**config.mk**
```make
export PLATFORM = sky130hd
export DESIGN_NAME = frame_strip_cp_rx
export DESIGN_NICKNAME = d
export VERILOG_FILES = /design/src/rtl/frx_pkg.sv /design/src/rtl/frx_capture.sv /design/src/rtl/frx_sym_ram.sv /design/src/rtl/frx_out_stream.sv /design/src/rtl/frame_strip_cp_rx.sv
export SDC_FILE = /design/constraint.sdc
export NUM_CORES = 1
export LEC_CHECK = 0
export BUFFER_PORTS_ARGS = -buffer_cell sky130_fd_sc_hd__buf_2
export CAP_MARGIN = 20
export CORE_MARGIN = 4
export CORE_UTILIZATION = 56
export DETAILED_ROUTE_END_ITERATION = 10
export PLACE_DENSITY_LB_ADDON = 0.12
export SLEW_MARGIN = 20
export SYNTH_ARGS = -nofsm -noshare
export SYNTH_HDL_FRONTEND = slang
export SYNTH_HIERARCHICAL = 1
export SYNTH_SLANG_ARGS = --single-unit
```
**constraint.sdc**
```tcl
create_clock -name clk -period 3.6 [get_ports clk]
set_clock_uncertainty 0.2 [all_clocks]
set_input_delay 0.72 -clock clk [delete_from_list [all_inputs] [get_ports clk]]
set_output_delay 0.72 -clock clk [all_outputs]
set_load 0.005 [all_outputs]
```
**src/rtl/frx_pkg.sv**
```systemverilog
// Shared defaults and types for the receive frame stripper.
// Assumes: one frame = SYMS symbols, each CP prefix samples + BODY body samples.
package frx_pkg;
    localparam int unsigned SMP_W_DEF = 14;
    localparam int unsigned BODY_DEF  = 16;
    localparam int unsigned CP_DEF    = 4;
    localparam int unsigned SYMS_DEF  = 4;
    localparam int unsigned OVL_W_DEF = 8;

    typedef enum logic {
        CAP_IDLE = 1'b0,
        CAP_RUN  = 1'b1
    } cap_state_e;
endpackage

```
**src/rtl/frx_capture.sv**
```systemverilog
// Capture sequencer: finds the frame start, walks the frame positions,
// discards the first symbol and every prefix, and issues buffer writes.
// Also owns the overlap counter, the overrun flag and the count of
// completely written symbols of the current frame.
// Assumes: frame start is qualified by in_valid; positions advance only
// on valid samples; a frame is accepted only while the sequencer is idle.
module frx_capture
    import frx_pkg::*;
#(
    parameter int unsigned SMP_W = SMP_W_DEF,
    parameter int unsigned BODY  = BODY_DEF,
    parameter int unsigned CP    = CP_DEF,
    parameter int unsigned SYMS  = SYMS_DEF,
    parameter int unsigned OVL_W = OVL_W_DEF,
    localparam int unsigned SYM_LEN = CP + BODY,
    localparam int unsigned KEPT    = SYMS - 1,
    localparam int unsigned DEPTH   = KEPT * BODY,
    localparam int unsigned POS_W   = $clog2(SYM_LEN),
    localparam int unsigned SYM_W   = (SYMS > 2) ? $clog2(SYMS) : 1,
    localparam int unsigned ADDR_W  = $clog2(DEPTH),
    localparam int unsigned DONE_W  = $clog2(KEPT + 1)
) (
    input  logic              clk,
    input  logic              rst_n,
    input  logic              in_valid,
    input  logic [SMP_W-1:0]  in_sample,
    input  logic              in_frame_start,
    input  logic              frame_pending,
    output logic              wr_en,
    output logic [ADDR_W-1:0] wr_addr,
    output logic [SMP_W-1:0]  wr_data,
    output logic              frame_open,
    output logic [DONE_W-1:0] sym_done,
    output logic [OVL_W-1:0]  overlap_count,
    output logic              overrun
);
    localparam logic [POS_W-1:0] POS_LAST = POS_W'(SYM_LEN - 1);
    localparam logic [SYM_W-1:0] SYM_LAST = SYM_W'(SYMS - 1);
    localparam logic [OVL_W-1:0] OVL_MAX  = '1;

    cap_state_e        state_q;
    logic [SYM_W-1:0]  sym_q;
    logic [POS_W-1:0]  pos_q;
    logic              drop_q;
    logic [DONE_W-1:0] done_q;
    logic [OVL_W-1:0]  ovl_q;
    logic              ovr_q;
    logic              start_hit;

    // Purpose: decode the start event and the write of a kept body sample.
    always_comb begin
        start_hit  = in_valid && in_frame_start;
        frame_open = (state_q == CAP_IDLE) && start_hit && !frame_pending;
        wr_en      = (state_q == CAP_RUN) && in_valid && !drop_q &&
                     (sym_q != '0) && (32'(pos_q) >= CP);
        wr_addr    = ADDR_W'((32'(sym_q) - 32'd1) * BODY + (32'(pos_q) - CP));
        wr_data    = in_sample;
    end

    // Purpose: frame position sequencing, completed-symbol count and status.
    always_ff @(posedge clk) begin
        if (!rst_n) begin
            state_q <= CAP_IDLE;
            sym_q   <= '0;
            pos_q   <= '0;
            drop_q  <= 1'b0;
            done_q  <= '0;
            ovl_q   <= '0;
            ovr_q   <= 1'b0;
        end else if (state_q == CAP_IDLE) begin
            if (start_hit) begin
                state_q <= CAP_RUN;
                sym_q   <= '0;
                pos_q   <= POS_W'(1);
                drop_q  <= frame_pending;
                if (frame_pending) begin
                    ovr_q <= 1'b1;
                end else begin
                    done_q <= '0;
                end
            end
        end else begin
            if (in_valid) begin
                if (pos_q == POS_LAST) begin
                    pos_q <= '0;
                    if (sym_q == SYM_LAST) begin
                        state_q <= CAP_IDLE;
                    end else begin
                        sym_q <= sym_q + SYM_W'(1);
                    end
                end else begin
                    pos_q <= pos_q + POS_W'(1);
                end
                if (wr_en && (pos_q == POS_LAST)) begin
                    done_q <= done_q + DONE_W'(1);
                end
            end
            if (start_hit && (ovl_q != OVL_MAX)) begin
                ovl_q <= ovl_q + OVL_W'(1);
            end
        end
    end

    assign sym_done      = done_q;
    assign overlap_count = ovl_q;
    assign overrun       = ovr_q;
endmodule

```
**src/rtl/frx_sym_ram.sv**
```systemverilog
// Sample buffer holding the kept bodies of one frame.
// Synchronous write, asynchronous read: a write is visible on the next cycle.
// Assumes: the reader never addresses an entry that is not yet written.
module frx_sym_ram #(
    parameter int unsigned WIDTH = 14,
    parameter int unsigned DEPTH = 48,
    localparam int unsigned ADDR_W = $clog2(DEPTH)
) (
    input  logic              clk,
    input  logic              wr_en,
    input  logic [ADDR_W-1:0] wr_addr,
    input  logic [WIDTH-1:0]  wr_data,
    input  logic [ADDR_W-1:0] rd_addr,
    output logic [WIDTH-1:0]  rd_data
);
    logic [WIDTH-1:0] mem_q [DEPTH];

    // Purpose: store one sample per write strobe.
    always_ff @(posedge clk) begin
        if (wr_en) begin
            mem_q[wr_addr] <= wr_data;
        end
    end

    assign rd_data = mem_q[rd_addr];
endmodule

```
**src/rtl/frx_out_stream.sv**
```systemverilog
// Read side: offers each completely written symbol as BODY beats with a
// valid/ready handshake, marks the last beat and the estimation symbol,
// and holds the "frame pending" state until every kept beat is taken.
// Assumes: frame_open only arrives while no frame is pending.
module frx_out_stream #(
    parameter int unsigned BODY = 16,
    parameter int unsigned KEPT = 3,
    localparam int unsigned DEPTH  = KEPT * BODY,
    localparam int unsigned ADDR_W = $clog2(DEPTH),
    localparam int unsigned IDX_W  = $clog2(BODY),
    localparam int unsigned RSYM_W = (KEPT > 1) ? $clog2(KEPT) : 1,
    localparam int unsigned DONE_W = $clog2(KEPT + 1)
) (
    input  logic              clk,
    input  logic              rst_n,
    input  logic              frame_open,
    input  logic [DONE_W-1:0] sym_done,
    input  logic              out_ready,
    output logic              out_valid,
    output logic              out_last,
    output logic              out_is_est,
    output logic              frame_pending,
    output logic [ADDR_W-1:0] rd_addr
);
    localparam logic [IDX_W-1:0]  IDX_LAST  = IDX_W'(BODY - 1);
    localparam logic [RSYM_W-1:0] RSYM_LAST = RSYM_W'(KEPT - 1);

    logic              pend_q;
    logic [RSYM_W-1:0] rsym_q;
    logic [IDX_W-1:0]  idx_q;
    logic              fire;

    // Purpose: offer a beat only from a symbol whose body is complete.
    always_comb begin
        out_valid  = pend_q && (32'(rsym_q) < 32'(sym_done));
        fire       = out_valid && out_ready;
        out_last   = (idx_q == IDX_LAST);
        out_is_est = (rsym_q == '0);
        rd_addr    = ADDR_W'(32'(rsym_q) * BODY + 32'(idx_q));
    end

    // Purpose: advance the read position on each accepted beat.
    always_ff @(posedge clk) begin
        if (!rst_n) begin
            pend_q <= 1'b0;
            rsym_q <= '0;
            idx_q  <= '0;
        end else if (frame_open) begin
            pend_q <= 1'b1;
            rsym_q <= '0;
            idx_q  <= '0;
        end else if (fire) begin
            if (idx_q == IDX_LAST) begin
                idx_q <= '0;
                if (rsym_q == RSYM_LAST) begin
                    rsym_q <= '0;
                    pend_q <= 1'b0;
                end else begin
                    rsym_q <= rsym_q + RSYM_W'(1);
                end
            end else begin
                idx_q <= idx_q + IDX_W'(1);
            end
        end
    end

    assign frame_pending = pend_q;
endmodule

```
**src/rtl/frame_strip_cp_rx.sv**
```systemverilog
// Top: receive frame stripper. Capture sequencer writes kept bodies into the
// buffer; the read side streams them to the transform stage.
// Assumes: the external synchronizer marks the first sample of each frame.
module frame_strip_cp_rx
    import frx_pkg::*;
#(
    parameter int unsigned SMP_W = SMP_W_DEF,
    parameter int unsigned BODY  = BODY_DEF,
    parameter int unsigned CP    = CP_DEF,
    parameter int unsigned SYMS  = SYMS_DEF,
    parameter int unsigned OVL_W = OVL_W_DEF
) (
    input  logic             clk,
    input  logic             rst_n,
    input  logic             in_valid,
    input  logic [SMP_W-1:0] in_sample,
    input  logic             in_frame_start,
    input  logic             out_ready,
    output logic             out_valid,
    output logic [SMP_W-1:0] out_sample,
    output logic             out_last,
    output logic             out_is_est,
    output logic [OVL_W-1:0] overlap_count,
    output logic             overrun
);
    localparam int unsigned KEPT   = SYMS - 1;
    localparam int unsigned DEPTH  = KEPT * BODY;
    localparam int unsigned ADDR_W = $clog2(DEPTH);
    localparam int unsigned DONE_W = $clog2(KEPT + 1);

    logic              wr_en;
    logic [ADDR_W-1:0] wr_addr;
    logic [SMP_W-1:0]  wr_data;
    logic [ADDR_W-1:0] rd_addr;
    logic              frame_open;
    logic              frame_pending;
    logic [DONE_W-1:0] sym_done;

    frx_capture #(
        .SMP_W(SMP_W), .BODY(BODY), .CP(CP), .SYMS(SYMS), .OVL_W(OVL_W)
    ) u_cap (
        .clk(clk), .rst_n(rst_n),
        .in_valid(in_valid), .in_sample(in_sample), .in_frame_start(in_frame_start),
        .frame_pending(frame_pending),
        .wr_en(wr_en), .wr_addr(wr_addr), .wr_data(wr_data),
        .frame_open(frame_open), .sym_done(sym_done),
        .overlap_count(overlap_count), .overrun(overrun)
    );

    frx_sym_ram #(.WIDTH(SMP_W), .DEPTH(DEPTH)) u_ram (
        .clk(clk), .wr_en(wr_en), .wr_addr(wr_addr), .wr_data(wr_data),
        .rd_addr(rd_addr), .rd_data(out_sample)
    );

    frx_out_stream #(.BODY(BODY), .KEPT(KEPT)) u_out (
        .clk(clk), .rst_n(rst_n),
        .frame_open(frame_open), .sym_done(sym_done), .out_ready(out_ready),
        .out_valid(out_valid), .out_last(out_last), .out_is_est(out_is_est),
        .frame_pending(frame_pending), .rd_addr(rd_addr)
    );
endmodule

```
# Word-level counts from Yosys, hierarchy flattened
# Memory sizes are Yosys's and may differ from the RTL's.
# Cells that the tools add are included.
dict set report totals {
  register_bits 27
  ramBits 672
  inputBits 19
  out_inout_bits 26
  word_cells 90
  memories 1
}
# name depth word_bits rd rd_ports_with_merged_regs write_ports line_no
set mem_list {}
lappend mem_list {u_ram.mem_q 48 14 1 0 1 frx_sym_ram.sv:16} ;# logic [WIDTH-1:0] mem_q [DEPTH];
dict set report classes {
  addsub 10
  magnitude_cmp 2
  eq_ne 10
  muxes 27
  n_bitwise 2
  reduce_logical 28
}
# op n
set op_table {}
lappend op_table {{2-to-1 mux 2 bit} 11}
lappend op_table {{2-to-1 mux 5 bit} 4}
lappend op_table {{logical AND 1 bit} 11}
lappend op_table {{2-to-1 mux 1 bit} 11}
lappend op_table {{inequality test 2 bit (second input constant)} 5}
lappend op_table {{nonzero test 2 bit} 5}
lappend op_table {{adder 8 x 1 -> 8 bit (second input constant)} 1}
lappend op_table {{inequality test 8 bit (second input constant)} 1}
lappend op_table {{AND reduction 2 bit} 4}
lappend op_table {{AND reduction 4 bit} 2}
lappend op_table {{adder 2 x 1 -> 2 bit (second input constant)} 3}
lappend op_table {{adder 6 x 4 -> 6 bit} 1}
lappend op_table {{adder 6 bit} 1}
lappend op_table {{AND reduction 3 bit} 2}
lappend op_table {{subtractor 5 x 3 -> 6 bit (second input constant)} 1}
lappend op_table {{adder 5 x 1 -> 5 bit (second input constant)} 1}
lappend op_table {{equality test 5 bit (second input constant)} 1}
lappend op_table {{greater-or-equal comparator 5 x 3 -> 1 bit (second input constant)} 1}
lappend op_table {{adder 4 x 1 -> 4 bit (second input constant)} 1}
lappend op_table {{equality test 2 bit (second input constant)} 2}
lappend op_table {{equality test 4 bit (second input constant)} 1}
lappend op_table {{2-to-1 mux 4 bit} 1}
lappend op_table {{logical NOT 1 bit} 2}
lappend op_table {{logical NOT 2 bit} 1}
lappend op_table {{other kinds (4)} 5}

# Depth between registers and ports, before layout
dict set report logic_depth {
  ltp_word 8
  mapped_depth 9
  depth_no_buf 9
}

# Cells and area by module
# Netlist, hierarchy kept.
# mod instances cells_each area_per_inst_um2
set by_module_without_submodules {}
lappend by_module_without_submodules {frx_sym_ram 1 1308 26300.2}
lappend by_module_without_submodules {frx_capture 1 156 1281.2}
lappend by_module_without_submodules {frx_out_stream 1 43 405.4}

# Worst setup path after synthesis
# OpenSTA, ideal clock, no wires.
dict set report synth_timing {
  kind {input-to-reg}
  start {input in_valid}
  end {memory u_ram.mem_q[18][0] (enable)}
  t_arrival_ps 3055
  required_time_ps 2997
  slack_ps -58
  stages 6
  path_buffers 1
  cell_sequence {buf_4 -> nand2_1 -> nor4_1 -> nor4bb_1 -> nand2_1 -> nor3_1}
}
dict set report synth_via {
  elab_chain_cells 6
}
# element line_no
set synth_rtl {}
lappend synth_rtl {{start: declaration} frame_strip_cp_rx.sv:15} ;# input logic in_valid,
lappend synth_rtl {{logical AND 1 bit (3 in series)} frx_capture.sv:54} ;# wr_en = (state_q == CAP_RUN) && in_valid && !drop_q &&
lappend synth_rtl {{logical AND 1 bit} frx_capture.sv:55} ;# (sym_q != '0) && (32'(pos_q) >= CP);
lappend synth_rtl {{via wr_en} frame_strip_cp_rx.sv:31} ;# logic wr_en;
lappend synth_rtl {{2-to-1 mux 1 bit} frx_sym_ram.sv:20} ;# if (wr_en) begin
lappend synth_rtl {{2-to-1 mux 1 bit (implied by the code)} frx_sym_ram.sv:21} ;# mem_q[wr_addr] <= wr_data;
lappend synth_rtl {{end: declaration} frx_sym_ram.sv:16}
# The timed path passes the listed nets, and every way through them passes these cells.

# Final worst setup path
dict set report layout_timing {
  start {register u_out.idx_q[0]}
  end {output out_sample[13]}
}
dict set report layout_via {
  elab_chain_cells 2
}
# element line_no
set layout_rtl {}
lappend layout_rtl {{start: declaration} frx_out_stream.sv:30} ;# logic [IDX_W-1:0] idx_q;
lappend layout_rtl {{start signal: assignment} frx_out_stream.sv:62} ;# idx_q <= idx_q + IDX_W'(1);
lappend layout_rtl {{adder 6 x 4 -> 6 bit} frx_out_stream.sv:39} ;# rd_addr = ADDR_W'(32'(rsym_q) * BODY + 32'(idx_q));
lappend layout_rtl {{memory (48 x 14 bit)} -}
lappend layout_rtl {{end: declaration} frame_strip_cp_rx.sv:20} ;# output logic [SMP_W-1:0] out_sample,
# No other way between the ends.

==> metrics.txt <==
Async S/R FF share, synth=0%; port bufs=44; TritonCTS clock tree=built; Worst-Skew Late Latency=600 ps; Worst-path clk slew=60 ps; Crit path depth=8; vias in the first global route=14653; clock share of power=43.6%; reg2reg start=u_cap/sym_q[0]$_SDFFE_PN0P_; failing checks=setup timing; Starting Density=56.9%; Setup crit end kind=output pin; DR pass1 iterations=5; top post-synthesis cells by area=edfxtp_1 (72%), mux2i_1 (8.2%), mux4_2 (5.6%); HPWL Detailed=38100 um; Hold Crit Start=u_cap/overrun$_SDFFE_PN0P_; mux cell area share after synthesis=13.8%; largest net degree at the start of global routing=49; Hold Path Class=reg -> reg; Antenna Nets Post-Route=0; top_reg_cell synth=edfxtp_1; vias per cell=6.21; top cells by count, synth=edfxtp_1 (672), mux2i_1 (228), mux4_2 (70); GR peak layer=met2; Final nets=1689; status=finished, violations left; Max Clk Rate=262 MHz; Synth top area share=72.1%; routed len/inst=28.3 um; Logic pwr share=1.1%; Reg2Reg Depth=8; depth of the worst hold-timing path=2; synthesized area per cell=18.6 um2; die area=53600 um2; Setup CP Type=reg -> out; Worst Path Arrival=2890 ps; Pleak=10.1 nW; Least-Margin Pin Slew=1080 ps; adder-cell share of the synthesized area=0.563%; DRC viols=0; main combinational cell family by area after synthesis=multiplexers; Post-Synthesis Cell Area=28000 um2; Cell Int Power=0.0130 W; required time worst endpoint=2680 ps; Worst Slack Setup Final=-210 ps; number of CTS-inserted buffers=71; GRT met2 Usage=40.6%; gpl congestion=0.805; register area share after synthesis=74.0%; CP Max Fanout=8; Setup Viol. Count Final=14; Root Driver=clkbuf_16; slowest stage delay, CP=550 ps; max-cap violations=0; number of synthesized register bits=699; CP cell instances=buf_12 > buf_16 > buf_4 > mux4_2 > mux4_2 > nand2_4 > o41ai_2 > buf_2; sw power=0.00309 W; post-synth cell types=58; initial DRC count=1505; number of buffers and inverters on the critical path=4; clock period minus final worst setup slack=3810 ps; Max clock buf depth=3; Slew headroom=28.0%; Slew Limit Fails=0; worst vdd ir=0.507 mV; dominant cell type by area after synthesis=edfxtp_1; met3 Use GR=5.05%; cell with the most instances after synthesis=edfxtp_1; GR met1 Demand/Resource=34.1%; Fin Setup TNS=-2120 ps; Die Y=232 um; Post-Syn Nets=1538; Vias=14753; Total Wirelength=67300 um; RSZ-0062 raised after global routing=yes; initial antenna violation count=5; Synth Instances=1507; first-pass GRT wire length=97900 um; power share of the sequential group=55.3%; Core Util, Final=66.8%; Crit Reg-Reg Endpoint=u_ram/mem_q[12][1]$_DFFE_PP_; pwr dens=491 nW/um2; GR Util All Layers=25.1%; Synth Area in Simple Gates=2.89%; Sw Share=19.2%; post-synthesis xor/xnor area fraction=0.156%; CTS H-tree lvls=3; core footprint=49200 um2; CP Launch Type=flip-flop; Setup crit start=u_out/idx_q[0]$_SDFFE_PP0P_; number of placed I/O pins=45; layout cell share with drive strength beyond 1=24.5%; delay-heaviest family, CP=multiplexers; cell mode on critical path=mux4_2; hold endpoint=u_cap/overrun$_SDFFE_PN0P_; FP Rows=81; Final Hold Fails=0; Yosys Warn Count=6; area grow syn2layout=17.3%; EDFF count, synth=672; total gr overflow=0; CP max-delay cell=mux4_2; Reg2Reg Setup Slack=450 ps; hold buffers post-CTS=0; final period utilization=106%; die width=232 um; post-synthesis compound-gate area fraction=6.03%; CTS Sinks=699
[final cells by class]
type / count / area [um2]
clock buffers: 97 / 1970
flip-flops and latches: 699 / 20700
diodes: 1 / 2.50
fillers: 3234 / 16300
clock inverters: 29 / 244
multi-input cells: 691 / 6930
inverters: 18 / 67.6
well taps: 664 / 831
repair buffers: 177 / 2060
[cell usage in the layout, fill, tap and decap left out, types with 5 or more instances in the layout]
cell / n
nor2b_1: 5
o22ai_2: 7
nand3_1: 16
buf_16: 11
a22o_1: 28
nor3_1: 7
o22ai_1: 7
clkbuf_1: 20
o21ai_0: 7
inv_1: 18
clkinv_1: 16
o41ai_2: 9
mux2i_1: 228
nor2_1: 63
nand2b_1: 8
nand2_1: 21
clkbuf_16: 82
a221oi_1: 8
mux4_2: 70
a221oi_2: 20
ha_1: 11
nand2_4: 7
clkinv_2: 6
edfxtp_1: 672
o21a_1: 6
buf_2: 44
nand2_2: 5
a22oi_1: 55
a21oi_2: 6
a21oi_1: 34
buf_4: 77
dfxtp_1: 23
o41ai_4: 5
buf_12: 32
[timing repair]
action                                  in CTS  in global routing
buffers inserted                             5                 22
hold endpoints to repair                     0                  0
endpoints found under the setup margin      14                 14
resized for setup                           43                 40
gates cloned                                 5                  8
pin swaps                                    8                 18
[how the worst max path moves through the flow]
stage                                    to  slack, ps
5_1_grt                       out_sample[1]       -260
2_1_floorplan  u_ram/mem_q[34][0]$_DFFE_PP_         60
3_5_place_dp                  out_sample[9]         90
4_1_cts                       out_sample[9]       -260
3_3_place_gp                  out_sample[5]        130
6_report                     out_sample[13]       -210
[logic make-up after synthesis]
logic type                 count (synthesis)
buffers and inverters                    117
DFF                                      699
AOI/OAI and AO/OA                        212
adders and majority gates                 12
and+or+nand+nor                          164
xor gates and xnor gates                   5
muxes                                    298
[through the flow]
step	worst slack, ps	hold WS [ps]	area (um2)	std cells	power (W)
floorplan	61.5	260	28000	1507	0.00918
global placement	130	251	29600	2210	0.00926
detailed placement	86.0	257	29600	2210	0.00927
CTS	-257	245	32200	2346	0.0163
global route	-258	284	32800	2375	0.0166
finish	-210	274	32800	2376	0.0161
[registers in the layout (all words and copies together) (netlist names)]
| name | count |
|---|---|
| u_out/frame_pending | 1 |
| u_cap/sym_done | 2 |
| u_cap/drop_q | 1 |
| u_cap/overlap_count | 8 |
| u_cap/state_q | 1 |
| u_ram/mem_q | 672 |
| u_cap/sym_q | 2 |
| u_cap/pos_q | 5 |
| u_out/idx_q | 4 |
| u_cap/overrun | 1 |
| u_out/rsym_q | 2 |
[power by group through the flow]
stage	logic [W]	registers, W	clock network (W)
2_1_floorplan	0.000101	0.00908	0
3_3_place_gp	0.000170	0.00909	0
3_5_place_dp	0.000180	0.00909	0
4_1_cts	0.000180	0.00892	0.00717
5_1_grt	0.000194	0.00891	0.00753
6_report	0.000176	0.00892	0.00704
[metal layers]
| layer | part of all wire [%] | wire (um) | vias up |
|---|---|---|---|
| met4 | 3.7 | 2500 | 4 |
| met2 | 49 | 33000 | 545 |
| met1 | 40 | 27200 | 7672 |
| met5 | 0.050 | 34 | - |
| met3 | 6.8 | 4600 | 113 |
| li1 | - | - | 6419 |
[worst min-delay path: stages (launching register included)]
cell and delay (ps):
dfxtp_1 320, a21oi_1 40, nor2_1 80
(Power assumes the default switching activity.)
